==> src/rtl/irqc_pkg.sv <==
// Package: shared widths, register word indices and reset values for the
// two-stage interrupt aggregator. Word index = byte offset / 4.
package irqc_pkg;
    localparam int DATA_W        = 32;
    localparam int IDX_ROUTE_A   = 2;   // 0x08
    localparam int IDX_ROUTE_B   = 3;   // 0x0C
    localparam int IDX_FW_SEG    = 9;   // 0x24
    localparam int IDX_FW_SIZE   = 10;  // 0x28
    localparam int IDX_HCTRL     = 12;  // 0x30
    localparam int IDX_HMASK     = 13;  // 0x34
    localparam int IDX_HSTAT     = 14;  // 0x38
    localparam int IDX_ERRADDR   = 16;  // 0x40
    localparam int IDX_MSTAT     = 20;  // 0x50
    localparam int IDX_MMASK     = 21;  // 0x54
    localparam int IDX_MPOL      = 22;  // 0x58
    localparam int IDX_MINPUT    = 23;  // 0x5C
    localparam int HOST_EN_BIT   = 31;
    localparam int CASCADE_BIT   = 11;
    localparam logic [DATA_W-1:0] FW_SIZE_RST = 32'h0200_0000;
    localparam logic [DATA_W-1:0] UNMAPPED_RD = '1;
endpackage

==> src/rtl/irqc_host_stage.sv <==
// Host stage: control, mask and sticky status registers.
// Assumes irq_lines is synchronous to clk. Line n sets status bit DW-1-n.
// A set from a high line wins over a write-one-to-clear in the same cycle.
module irqc_host_stage #(
    parameter int DW     = 32,
    parameter int NLINES = 17,
    parameter int EN_BIT = 31
) (
    input  logic              clk,
    input  logic              rst_n,
    input  logic              wr_ctrl,
    input  logic              wr_mask,
    input  logic              wr_clr,
    input  logic [DW-1:0]     wdata,
    input  logic [NLINES-1:0] lines,
    output logic [DW-1:0]     ctrl_q,
    output logic [DW-1:0]     mask_q,
    output logic [DW-1:0]     stat_q,
    output logic              req_o
);
    logic [DW-1:0] set_vec;
    logic [DW-1:0] clr_vec;

    // Map each incoming line onto its reversed status bit position.
    genvar gi;
    generate
        for (gi = 0; gi < DW; gi++) begin : g_map
            if (gi >= DW - NLINES) begin : g_line
                assign set_vec[gi] = lines[DW-1-gi];
            end else begin : g_none
                assign set_vec[gi] = 1'b0;
            end
        end
    endgenerate

    // Clear pattern applies only during a status write.
    assign clr_vec = wr_clr ? wdata : '0;

    // Control and mask storage.
    always_ff @(posedge clk) begin
        if (!rst_n) begin
            ctrl_q <= '0;
            mask_q <= '0;
        end else begin
            if (wr_ctrl) ctrl_q <= wdata;
            if (wr_mask) mask_q <= wdata;
        end
    end

    // Sticky status: clear requested ones, then merge new high lines.
    always_ff @(posedge clk) begin
        if (!rst_n) stat_q <= '0;
        else        stat_q <= (stat_q & ~clr_vec) | set_vec;
    end

    // Combined request, gated by the global enable.
    assign req_o = ctrl_q[EN_BIT] && ((stat_q & mask_q) != '0);
endmodule

==> src/rtl/irqc_master_stage.sv <==
// Master stage: route, mask, polarity and sticky status registers plus a
// live input vector whose only driven bit is the cascaded host request.
// Polarity is stored but never applied.
module irqc_master_stage #(
    parameter int DW      = 32,
    parameter int CAS_BIT = 11
) (
    input  logic          clk,
    input  logic          rst_n,
    input  logic          wr_route_a,
    input  logic          wr_route_b,
    input  logic          wr_mask,
    input  logic          wr_pol,
    input  logic          wr_clr,
    input  logic [DW-1:0] wdata,
    input  logic          cas_i,
    output logic [DW-1:0] route_a_q,
    output logic [DW-1:0] route_b_q,
    output logic [DW-1:0] mask_q,
    output logic [DW-1:0] pol_q,
    output logic [DW-1:0] stat_q,
    output logic [DW-1:0] in_vec,
    output logic          irq_o
);
    logic [DW-1:0] clr_vec;

    // Build the input vector: cascade bit live, others tied low.
    genvar gb;
    generate
        for (gb = 0; gb < DW; gb++) begin : g_in
            if (gb == CAS_BIT) begin : g_cas
                assign in_vec[gb] = cas_i;
            end else begin : g_zero
                assign in_vec[gb] = 1'b0;
            end
        end
    endgenerate

    assign clr_vec = wr_clr ? wdata : '0;

    // Plain storage registers.
    always_ff @(posedge clk) begin
        if (!rst_n) begin
            route_a_q <= '0;
            route_b_q <= '0;
            mask_q    <= '0;
            pol_q     <= '0;
        end else begin
            if (wr_route_a) route_a_q <= wdata;
            if (wr_route_b) route_b_q <= wdata;
            if (wr_mask)    mask_q    <= wdata;
            if (wr_pol)     pol_q     <= wdata;
        end
    end

    // Sticky status latching only masked inputs.
    always_ff @(posedge clk) begin
        if (!rst_n) stat_q <= '0;
        else        stat_q <= (stat_q & ~clr_vec) | (in_vec & mask_q);
    end

    // Output reflects any latched bit.
    assign irq_o = (stat_q != '0);
endmodule

==> src/rtl/irqc_fw_store.sv <==
// Firmware window storage: two read/write registers with no function
// beyond holding their value. The size register has a nonzero reset value.
module irqc_fw_store #(
    parameter int            DW       = 32,
    parameter logic [DW-1:0] SIZE_RST = '0
) (
    input  logic          clk,
    input  logic          rst_n,
    input  logic          wr_seg,
    input  logic          wr_size,
    input  logic [DW-1:0] wdata,
    output logic [DW-1:0] seg_q,
    output logic [DW-1:0] size_q
);
    // Hold last written values.
    always_ff @(posedge clk) begin
        if (!rst_n) begin
            seg_q  <= '0;
            size_q <= SIZE_RST;
        end else begin
            if (wr_seg)  seg_q  <= wdata;
            if (wr_size) size_q <= wdata;
        end
    end
endmodule

==> src/rtl/irqc_top.sv <==
// Top: decodes the word-indexed register bus into write strobes for the
// two interrupt stages and the firmware storage, and muxes read data.
// Assumes single-cycle writes; reads are side-effect free.
module irqc_top
    import irqc_pkg::*;
#(
    parameter int ADDR_W = 6,
    parameter int NLINES = 17
) (
    input  logic              clk,
    input  logic              rst_n,
    input  logic              wr_en,
    input  logic [ADDR_W-1:0] widx,
    input  logic [DATA_W-1:0] wdata,
    output logic [DATA_W-1:0] rdata,
    input  logic [NLINES-1:0] irq_lines,
    output logic              irq_out
);
    logic [DATA_W-1:0] hs_ctrl, hs_mask, hs_stat;
    logic [DATA_W-1:0] ms_route_a, ms_route_b, ms_mask, ms_pol, ms_stat, ms_in;
    logic [DATA_W-1:0] fw_seg, fw_size;
    logic              s1_req;

    // Write strobe decode.
    logic sel_hctrl, sel_hmask, sel_hstat;
    logic sel_ra, sel_rb, sel_mmask, sel_mpol, sel_mstat;
    logic sel_fseg, sel_fsize;

    always_comb begin
        sel_hctrl = wr_en && (widx == ADDR_W'(IDX_HCTRL));
        sel_hmask = wr_en && (widx == ADDR_W'(IDX_HMASK));
        sel_hstat = wr_en && (widx == ADDR_W'(IDX_HSTAT));
        sel_ra    = wr_en && (widx == ADDR_W'(IDX_ROUTE_A));
        sel_rb    = wr_en && (widx == ADDR_W'(IDX_ROUTE_B));
        sel_mmask = wr_en && (widx == ADDR_W'(IDX_MMASK));
        sel_mpol  = wr_en && (widx == ADDR_W'(IDX_MPOL));
        sel_mstat = wr_en && (widx == ADDR_W'(IDX_MSTAT));
        sel_fseg  = wr_en && (widx == ADDR_W'(IDX_FW_SEG));
        sel_fsize = wr_en && (widx == ADDR_W'(IDX_FW_SIZE));
    end

    irqc_host_stage #(
        .DW(DATA_W), .NLINES(NLINES), .EN_BIT(HOST_EN_BIT)
    ) u_host (
        .clk(clk), .rst_n(rst_n),
        .wr_ctrl(sel_hctrl), .wr_mask(sel_hmask), .wr_clr(sel_hstat),
        .wdata(wdata), .lines(irq_lines),
        .ctrl_q(hs_ctrl), .mask_q(hs_mask), .stat_q(hs_stat), .req_o(s1_req)
    );

    irqc_master_stage #(
        .DW(DATA_W), .CAS_BIT(CASCADE_BIT)
    ) u_master (
        .clk(clk), .rst_n(rst_n),
        .wr_route_a(sel_ra), .wr_route_b(sel_rb), .wr_mask(sel_mmask),
        .wr_pol(sel_mpol), .wr_clr(sel_mstat), .wdata(wdata), .cas_i(s1_req),
        .route_a_q(ms_route_a), .route_b_q(ms_route_b), .mask_q(ms_mask),
        .pol_q(ms_pol), .stat_q(ms_stat), .in_vec(ms_in), .irq_o(irq_out)
    );

    irqc_fw_store #(
        .DW(DATA_W), .SIZE_RST(FW_SIZE_RST)
    ) u_fw (
        .clk(clk), .rst_n(rst_n),
        .wr_seg(sel_fseg), .wr_size(sel_fsize), .wdata(wdata),
        .seg_q(fw_seg), .size_q(fw_size)
    );

    // Read data mux; unmapped indices return all ones.
    always_comb begin
        case (widx)
            ADDR_W'(IDX_ROUTE_A): rdata = ms_route_a;
            ADDR_W'(IDX_ROUTE_B): rdata = ms_route_b;
            ADDR_W'(IDX_FW_SEG):  rdata = fw_seg;
            ADDR_W'(IDX_FW_SIZE): rdata = fw_size;
            ADDR_W'(IDX_HCTRL):   rdata = hs_ctrl;
            ADDR_W'(IDX_HMASK):   rdata = hs_mask;
            ADDR_W'(IDX_HSTAT):   rdata = hs_stat;
            ADDR_W'(IDX_ERRADDR): rdata = '0;
            ADDR_W'(IDX_MSTAT):   rdata = ms_stat;
            ADDR_W'(IDX_MMASK):   rdata = ms_mask;
            ADDR_W'(IDX_MPOL):    rdata = ms_pol;
            ADDR_W'(IDX_MINPUT):  rdata = ms_in;
            default:              rdata = UNMAPPED_RD;
        endcase
    end
endmodule

==> config.mk <==
export PLATFORM = sky130hd
export DESIGN_NAME = irqc_top
export DESIGN_NICKNAME = d
export VERILOG_FILES = /design/src/rtl/irqc_pkg.sv /design/src/rtl/irqc_host_stage.sv /design/src/rtl/irqc_master_stage.sv /design/src/rtl/irqc_fw_store.sv /design/src/rtl/irqc_top.sv
export SDC_FILE = /design/constraint.sdc
export NUM_CORES = 1
export LEC_CHECK = 0
export ABC_AREA = 0
export BUFFER_PORTS_ARGS = -buffer_cell sky130_fd_sc_hd__buf_2
export CAP_MARGIN = 15
export CORE_UTILIZATION = 40
export DETAILED_ROUTE_END_ITERATION = 8
export PLACE_DENSITY = 0.68
export SLEW_MARGIN = 30
export SYNTH_ARGS = -nofsm -noshare
export SYNTH_HDL_FRONTEND = slang
export SYNTH_SLANG_ARGS = --single-unit
==> constraint.sdc <==
create_clock -name clk -period 1.5 [get_ports clk]
set_input_delay 0.075 -clock clk [delete_from_list [all_inputs] [get_ports clk]]
set_output_delay 0.075 -clock clk [all_outputs]
set_load 0.02 [all_outputs]
Word level (Yosys, flattened, before mapping)
Cells that the tools add are included.
Word-level totals
  bits in registers: 320
  latch bits: 0
  bits in writable memories: 0
  memory bits (read-only): 0
  output and inout bits: 33
  logic and storage cells: 46
  memories: 0
Cells by class
  $add $sub $neg: 0
  $mul: 0
  div/mod/pow operators: 0
  $lt $le $gt $ge: 0
  equality and inequality tests: 12
  shift-type cells: 0
  mux-type cells: 3
  bitwise operators: 8
  reductions and logical operators: 13
Operators with widths (count)
  case mux 32 bit (12 select lines): 1
  AND 32 bit: 3
  2-to-1 mux 32 bit: 2
  NOT 32 bit: 2
  bitwise OR 32 bit: 2
  nonzero test 32 bit: 2
  AND 12 x 32 -> 32 bit: 1
  == test 6 x 4 -> 1 bit (second input constant): 5
  == test 6 x 5 -> 1 bit (second input constant): 5
  == test 6 x 2 -> 1 bit (second input constant): 2
  logical AND 1 bit: 11

Longest topological paths before layout
Gate-level depths: netlist (run 1).
  depth after elaboration: 6
  depth in mapped cells: 8

By module
A second synthesis (run 1) with hierarchy kept.
Second synthesis, totals
  cells, all modules: 1495
  area total of the unflattened synthesis: 15461.1 um^2
Modules (own cells, without submodules)
  irqc_master_stage: instances 1, cells each 561, area an instance 6143.4 um^2, sequential area each 3203.1 um^2
  irqc_host_stage: instances 1, cells each 347, area an instance 3623.5 um^2, sequential area each 1921.8 um^2
  irqc_top: instances 1, cells each 380, area an instance 3201.8 um^2, sequential area each 0.0 um^2
  irqc_fw_store: instances 1, cells each 207, area an instance 2492.4 um^2, sequential area each 1281.2 um^2

Worst setup path after synthesis (run 1)
No wires, ideal clock.
  kind: in2out
  start: in widx[3]
  end: out rdata[2]
  arrival: 1521 ps
  data required time: 1425 ps
  path slack: -96 ps
  cell stages on the path: 7
  buffers on the path: 2
  cell sequence: buf_4 nand4bb_4 nor3_1 clkbuf_1 a222oi_1 and3_1 nand3b_1
On the way
  cells in the longest elaborated chain, start to end: 2
  elaborated cells between the ends (all ways): 13
RTL lines
  start: declaration: RTL line irqc_top.sv:13  | input logic [ADDR_W-1:0] widx,
  == test 6 x 5 -> 1 bit (tied with other cells): RTL line irqc_top.sv:71  | case (widx)
  case mux 32 bit (12 select lines) (*): RTL line irqc_top.sv:71
  end: declaration: RTL line irqc_top.sv:15  | output logic [DATA_W-1:0] rdata,
Every way passes the cells marked *; elsewhere a longest branch is shown, timed or not.

Worst setup path after layout (run 1)
  start: reg u_host.stat_q[24]
  end: out rdata[11]
On the way
  cells in the longest elaborated chain, start to end: 4
RTL lines
  start: declaration: RTL line irqc_host_stage.sv:18  | output logic [DW-1:0] stat_q,
  start signal: assignment: RTL line irqc_host_stage.sv:53  | else stat_q <= (stat_q & ~clr_vec) | set_vec;
  AND 32 bit: RTL line irqc_host_stage.sv:57  | assign req_o = ctrl_q[EN_BIT] && ((stat_q & mask_q) != '0);
  nonzero test 32 bit: RTL line irqc_host_stage.sv:57
  logical AND 1 bit: RTL line irqc_host_stage.sv:57
  case mux 32 bit (12 select lines): RTL line irqc_top.sv:71
No other way between the ends.

==> flow_metrics.tcl, run 1 <==
set metrics [dict create \
    fin_nets 1933 \
    numCtsBuffers 35 \
    final.setup.worst_slack_ns -0.9127 \
    fillers 2943 \
    min_path_type "in -> reg" \
    ff_latch_area_mm2 0.006445 \
    ys.flop_type "dfxtp_1" \
    die_y_um 187.9 \
    io_buffers 90 \
    final_common_cell "nand2_1" \
    crit_path_start_kind "flop" \
    first_global_vias 13040 \
    root_buffer "clkbuf_16" \
    io_pins 91 \
    place_ws_ns -0.5004 \
    fin_util_pct 54.79 \
    avgRoutedWirePerCell_um 20.80 \
    power_density_mw_per_mm2 1008 \
    synth_cell_type_count 43 \
    cp_max_fo 2 \
    syn_nets 1719 \
    violations "setup timing" \
    status "finished with violations" \
    slew_violations 0 \
    syn_area_mm2 0.01383 \
    yosysWarnings 0 \
    cap_violations 0 \
    timing.slew.headroom_pct 71.95 \
    power_leakage_uw 0.006470 \
    setup_violations 33 \
    gp_congestion 0.8791 \
    fin_crit_ns 2.413 \
    multi_input_area_mm2 0.006843 \
    n_antenna_cell 0 \
    mostFrequentLayoutCells "nand2_1 (569), dfxtp_1 (289), a21boi_1 (178)" \
    vdd_ir_drop_max_mv 0.9055 \
    yosysSeqAreaShare_pct 46.33 \
    coreArea_mm2 0.03378 \
    antenna_found_initial 0 \
    drive_gt1_share_pct 22.02 \
    worst_slew_pin_slew_ns 0.4207 \
    dp.final_hpwl_mm 30.75 \
    path_clk_slew_ns 0.06 \
    max_freq_mhz 414.5 \
    syn2layout_area_growth_pct 33.87 \
    cts_buffer_depth 3 \
    path_class "reg -> out" \
    crit_path_end_kind "output port" \
    drt_iter0_markers 1531 \
    cp.required_ns 1.42 \
    hold_viol 0 \
    ys_seq_elements 320 \
    clk_latency_ns 0.51 \
    grt_first_pass_wirelength_mm 74.64 \
    vias_per_cell 5.740 \
    critical_path_arrival_ns 2.34 \
    power.total_uw 18660 \
    avgSynthCellArea_um2 8.325 \
    grt_usage_pct 26.86 \
    die-width_um 187.9 \
    rows 67 \
    tritoncts "yes" \
    synth_cells 1661 \
    htree_levels 2 \
    gr-total-overflow 0 \
    holdWs_ns 0.2910 \
    vias 13470 \
    initial_core_util_pct 40.93 \
    synthArstFlopShare_pct 0 \
    die_area_mm2 0.03532 \
    dr.pass1.iters 8 \
    wirelength_mm 48.79 \
    clkSinkCount 320 \
    fin_skew_ns 0.01561 \
    grt_max_degree 84 \
    synth_edf_count 0 \
    rsz0062_at_grt "true" \
    period_share_pct 160.8 \
    antenna_left 0 \
    drc 0 \
]
cell usage after synthesis (6+ instances only):
master / number / area (um2)
and3_1: 31 / 193.9
nand2_1: 570 / 2140
buf_2: 26 / 130.1
a22oi_1: 78 / 585.6
buf_4: 9 / 67.56
buf_6: 6 / 67.56
a21boi_1: 179 / 1344
nor4_1: 9 / 56.30
clkbuf_1: 127 / 476.7
and2_1: 7 / 43.79
a21oi_1: 48 / 240.2
a21boi_0: 93 / 698.2
o21a_1: 17 / 127.6
nand3b_1: 31 / 232.7
nand4_1: 6 / 37.54
a222oi_1: 62 / 620.6
dfxtp_1: 320 / 6406
layer usage:
metal | up-vias | global-route usage, % | part of all wire (%)
met5 | - | 0 | 0
met4 | 0 | 9.631 | 3.1
met3 | 93 | 3.369 | 9.1
met2 | 692 | 44.67 | 46
met1 | 6487 | 35.65 | 42
li1 | 6194 | - | -
worst max-delay path, cell delays in order, from the launching register on:
cell     delay, ns
dfxtp_1       0.37
a22oi_2       0.23
nand4_1       0.15
nor4_2        0.34
buf_4         0.18
nor4b_1       0.05
or3_1         0.34
buf_2         0.18
area by class of cell:
cell class / instances / share of cell area [%]
clock buffer: 51 / 5.718
clock inverter: 9 / 0.5407
inverter: 2 / 0.05407
multi-input combinational: 1171 / 36.97
sequential: 320 / 34.82
tap: 448 / 3.028
timing repair buffer: 345 / 18.88
what timing repair did:
action                     in CTS  in global routing
pin swaps                      54                 21
cloned                          3                  2
hold buffers                   50                  0
gates resized for setup       117                 48
buffers inserted                4                  5
setup endpoints to repair      34                 56
hold endpoints to repair      319                  0
sequential cells by signal, summed over array words and instances, names as in the netlist:
signal              count
u_master.route_b_q     32
u_fw.size_q            32
u_master.pol_q         32
u_master.stat_q        32
u_master.mask_q        32
u_host.stat_q          32
u_host.mask_q          32
u_host.ctrl_q          32
u_master.route_a_q     32
u_fw.seg_q             32
power breakdown:
part	internal (uW)	switching (uW)
clock	5230	3500
combinational	621	694
sequential	8560	51.9
path summary, 6_finish.rpt:
check	from	endpoint	slack [ns]	cells after the start
worst max-delay path	u_host.stat_q[24]	rdata[11]	-0.91	7
worst min-delay path	widx[0]	u_master.stat_q[13]	0.29	5
worst max register to register	u_host.stat_q[24]	u_master.stat_q[11]	0.04	5
worst min register to register	u_master.stat_q[21]	u_master.stat_q[21]	0.45	2
per-stage QoR:
| step | instance area (um2) | std cells | setup TNS, ns |
|---|---|---|---|
| floorplan | 13840 | 1661 | 0 |
| global placement | 16150 | 2226 | -69.47 |
| detailed placement | 16150 | 2226 | -79.42 |
| CTS | 18290 | 2342 | -11.27 |
| global route | 18510 | 2346 | -12.52 |
| finish | 18510 | 2346 | -10.60 |
kinds of logic (layout without fill, tap and decap cells):
family | Yosys count | after routing | share of synthesized area [%]
buf+inv | 170 | 407 | 5.420
flops | 320 | 320 | 46.33
mux | 4 | 4 | 0.2896
simple gates | 682 | 682 | 21.36
compound gates | 485 | 485 | 26.60
Power figures use the tool's default switching activity.
==> inputs of run 2 (changes only) <==
Settings changed: CTS_BUF_LIST set to sky130_fd_sc_hd__clkbuf_8, PLACE_DENSITY 0.68 to 0.67, SYNTH_HIERARCHICAL set to 1.
==> run 2 against run 1 <==
Effect of this change:
- the run still ends with setup timing left
- register-to-register slack lost 0.11 ns
- total power shrank 3.1%
- non-clock buffer count is 18 higher
- sequential power barely moved
- critical endpoint unchanged
- highest routed layer unchanged
- routed wire length decreased by 1.8%
- critical path depth stayed put
==> flow_metrics.tcl, run 2 <==
set metrics [dict create \
    cts_buffer_depth 3 \
    hold_viol 0 \
    cp-startpoint "u_host/mask_q[3]" \
    violations "setup timing" \
    die_area_mm2 0.03944 \
    syn2layout_area_growth_pct 30.27 \
    synth_area_leaders "dfxtp_1 (41%), mux2i_1 (19%), nor2b_1 (11%)" \
    antenna_left 0 \
    drt_iter0_markers 869 \
    cap_violations 0 \
    min_path_type "in -> reg" \
    synth_most_common_cell "dfxtp_1" \
    coreArea_mm2 0.03784 \
    synth_cells 1495 \
    vias_per_cell 5.338 \
    setup_violations 34 \
    synth_top_area_share_pct 41.43 \
    first_global_vias 12430 \
    ys.flop_type "dfxtp_1" \
    fin_util_pct 53.22 \
    clk_latency_ns 0.60 \
    status "finished with violations" \
    gp_congestion 0.8697 \
    r2r_start "u_host/mask_q[3]" \
    cp_max_fo 2 \
    rsz0062_at_grt "true" \
    ys_seq_elements 320 \
    reg2reg_to "u_master/stat_q[11]" \
    fin_nets 1848 \
    dpl_cell_area_mm2 0.01802 \
    tritoncts "yes" \
    vdd_ir_drop_max_mv 0.6678 \
    wirelength_mm 47.91 \
    synth_cell_type_count 52 \
    yosysWarnings 6 \
    worst_slew_pin_slew_ns 0.5264 \
    regToRegSetupSlack_ns -0.07 \
    die_y_um 198.6 \
    die-width_um 198.6 \
    clkSinkCount 320 \
    grt_usage_pct 24.35 \
    path_class "reg -> out" \
    dp.final_hpwl_mm 33.58 \
    worst_r2r_path_depth 5 \
    slew_violations 0 \
    avgSynthCellArea_um2 10.34 \
    mostFrequentLayoutCells "mux2i_1 (286), dfxtp_1 (286), nor2b_1 (275)" \
    final_cells 2339 \
    vias 12490 \
    cp.required_ns 1.42 \
    power_density_mw_per_mm2 897.2 \
    numCtsBuffers 54 \
    dr.pass1.iters 6 \
    grt_first_pass_wirelength_mm 73.20 \
    synthArstFlopShare_pct 0 \
    root_buffer "clkbuf_8" \
    place_inst 2193 \
    place_ws_ns -0.6332 \
    fin_skew_ns 0.01716 \
    timing.slew.headroom_pct 64.91 \
    crit_path_end_kind "output port" \
    fin_crit_ns 2.748 \
    synth_top_area_cell "dfxtp_1" \
    drc 0 \
    antenna_found_initial 0 \
    io_buffers 90 \
    io_pins 91 \
    n_antenna_cell 0 \
    synth_edf_count 0 \
    htree_levels 2 \
    critPathCapture "rdata[11]" \
    path_clk_slew_ns 0.06 \
    rows 71 \
    critical_path_arrival_ns 2.67 \
    yosysSeqAreaShare_pct 41.43 \
    avgRoutedWirePerCell_um 20.48 \
    max_freq_mhz 363.9 \
    final.setup.worst_slack_ns -1.248 \
    drive_gt1_share_pct 30.20 \
    gr-total-overflow 0 \
    power_leakage_uw 0.007016 \
    syn_area_mm2 0.01546 \
    design_area_mm2 0.02014 \
    yosys-top-cells-count "dfxtp_1 (320), mux2i_1 (288), nor2b_1 (277), nand2_1 (86), a22oi_1 (67)" \
    crit_path_start_kind "flop" \
    period_share_pct 183.2 \
    grt_max_degree 64 \
    initial_core_util_pct 40.85 \
]
-- run 2: cell types whose count changed in the layout (fill, tap and decap cells not counted), moves of 39 or more --
cell / delta
a21boi_0: -93
nor2b_1: +274
mux2i_1: +282
nand2_1: -486
a222oi_1: -59
clkbuf_16: -39
buf_4: +50
a21boi_1: -178
clkbuf_8: +57
-- run 2: report_power, final --
part	internal (uW)	switching, uW
Sequential	8560	36.5
Clock	4070	3590
Combinational	841	977
Total	13500	4610
-- run 2: critical path, stage by stage (launching register included) --
cell and delay (ns):
dfxtp_2 0.32, a22oi_2 0.21, nand4_1 0.15, o41a_1 0.52, mux4_2 0.50, nand2_2 0.07, nand3b_1 0.13, buf_6 0.17
-- run 2: repair_timing --
item	4_1_cts	5_1_grt
hold buffers	50	0
endpoints found under the hold margin	320	0
setup endpoints to repair	34	37
gates resized for setup	138	38
pin swaps	51	21
buffers inserted	0	3
-- run 2: worst min path at each step --
stage                 startpoint                 to  slack (ns)  cells after the start
floorplan              wdata[14]  u_host/stat_q[14]        0.16                      1
global placement    irq_lines[2]  u_host/stat_q[29]        0.33                      3
detailed placement  irq_lines[4]  u_host/stat_q[27]        0.34                      3
CTS                 irq_lines[4]  u_host/stat_q[27]        0.26                      4
global route        irq_lines[2]  u_host/stat_q[29]        0.29                      4
finish              irq_lines[4]  u_host/stat_q[27]        0.28                      4
-- run 2: routing by layer --
| layer | vias to the layer above | global-route usage [%] | share of wire (%) |
|---|---|---|---|
| met5 | - | 0 | 0 |
| met4 | 0 | 8.120 | 2.5 |
| met3 | 82 | 4.171 | 5.7 |
| met2 | 361 | 38.32 | 46 |
| met1 | 6199 | 33.64 | 46 |
| li1 | 5843 | - | - |
-- run 2: cell families (layout without fill, tap and decap cells) --
family	Yosys count	after routing	share of synthesized area, %
AO/OA/AOI/OAI	199	199	8.530
buffers and inverters	154	457	6.838
flip-flops	320	320	41.43
multiplexers	321	321	23.31
other	1	31	0.02425
AND/OR/NAND/NOR	500	500	19.87
-- run 2: cell type report --
class / count / area (um2)
clock buffers: 65 / 894.6
clock inverters: 29 / 150.1
multi-input cells: 1051 / 8683
well taps: 511 / 639.4
flip-flops and latches: 320 / 6459
fillers: 3341 / 17700
repair buffers: 363 / 3316
-- run 2: stage by stage --
stage / TNS [ns] / total power [uW] / hold slack [ns]
after floorplan: -9.692 / 9694 / 0.1620
after global placement: -95.90 / 10350 / 0.3343
after detailed placement: -99.95 / 10360 / 0.3413
after CTS: -19.53 / 18170 / 0.2555
after global routing: -21.00 / 18700 / 0.2877
final: -18.60 / 18070 / 0.2765
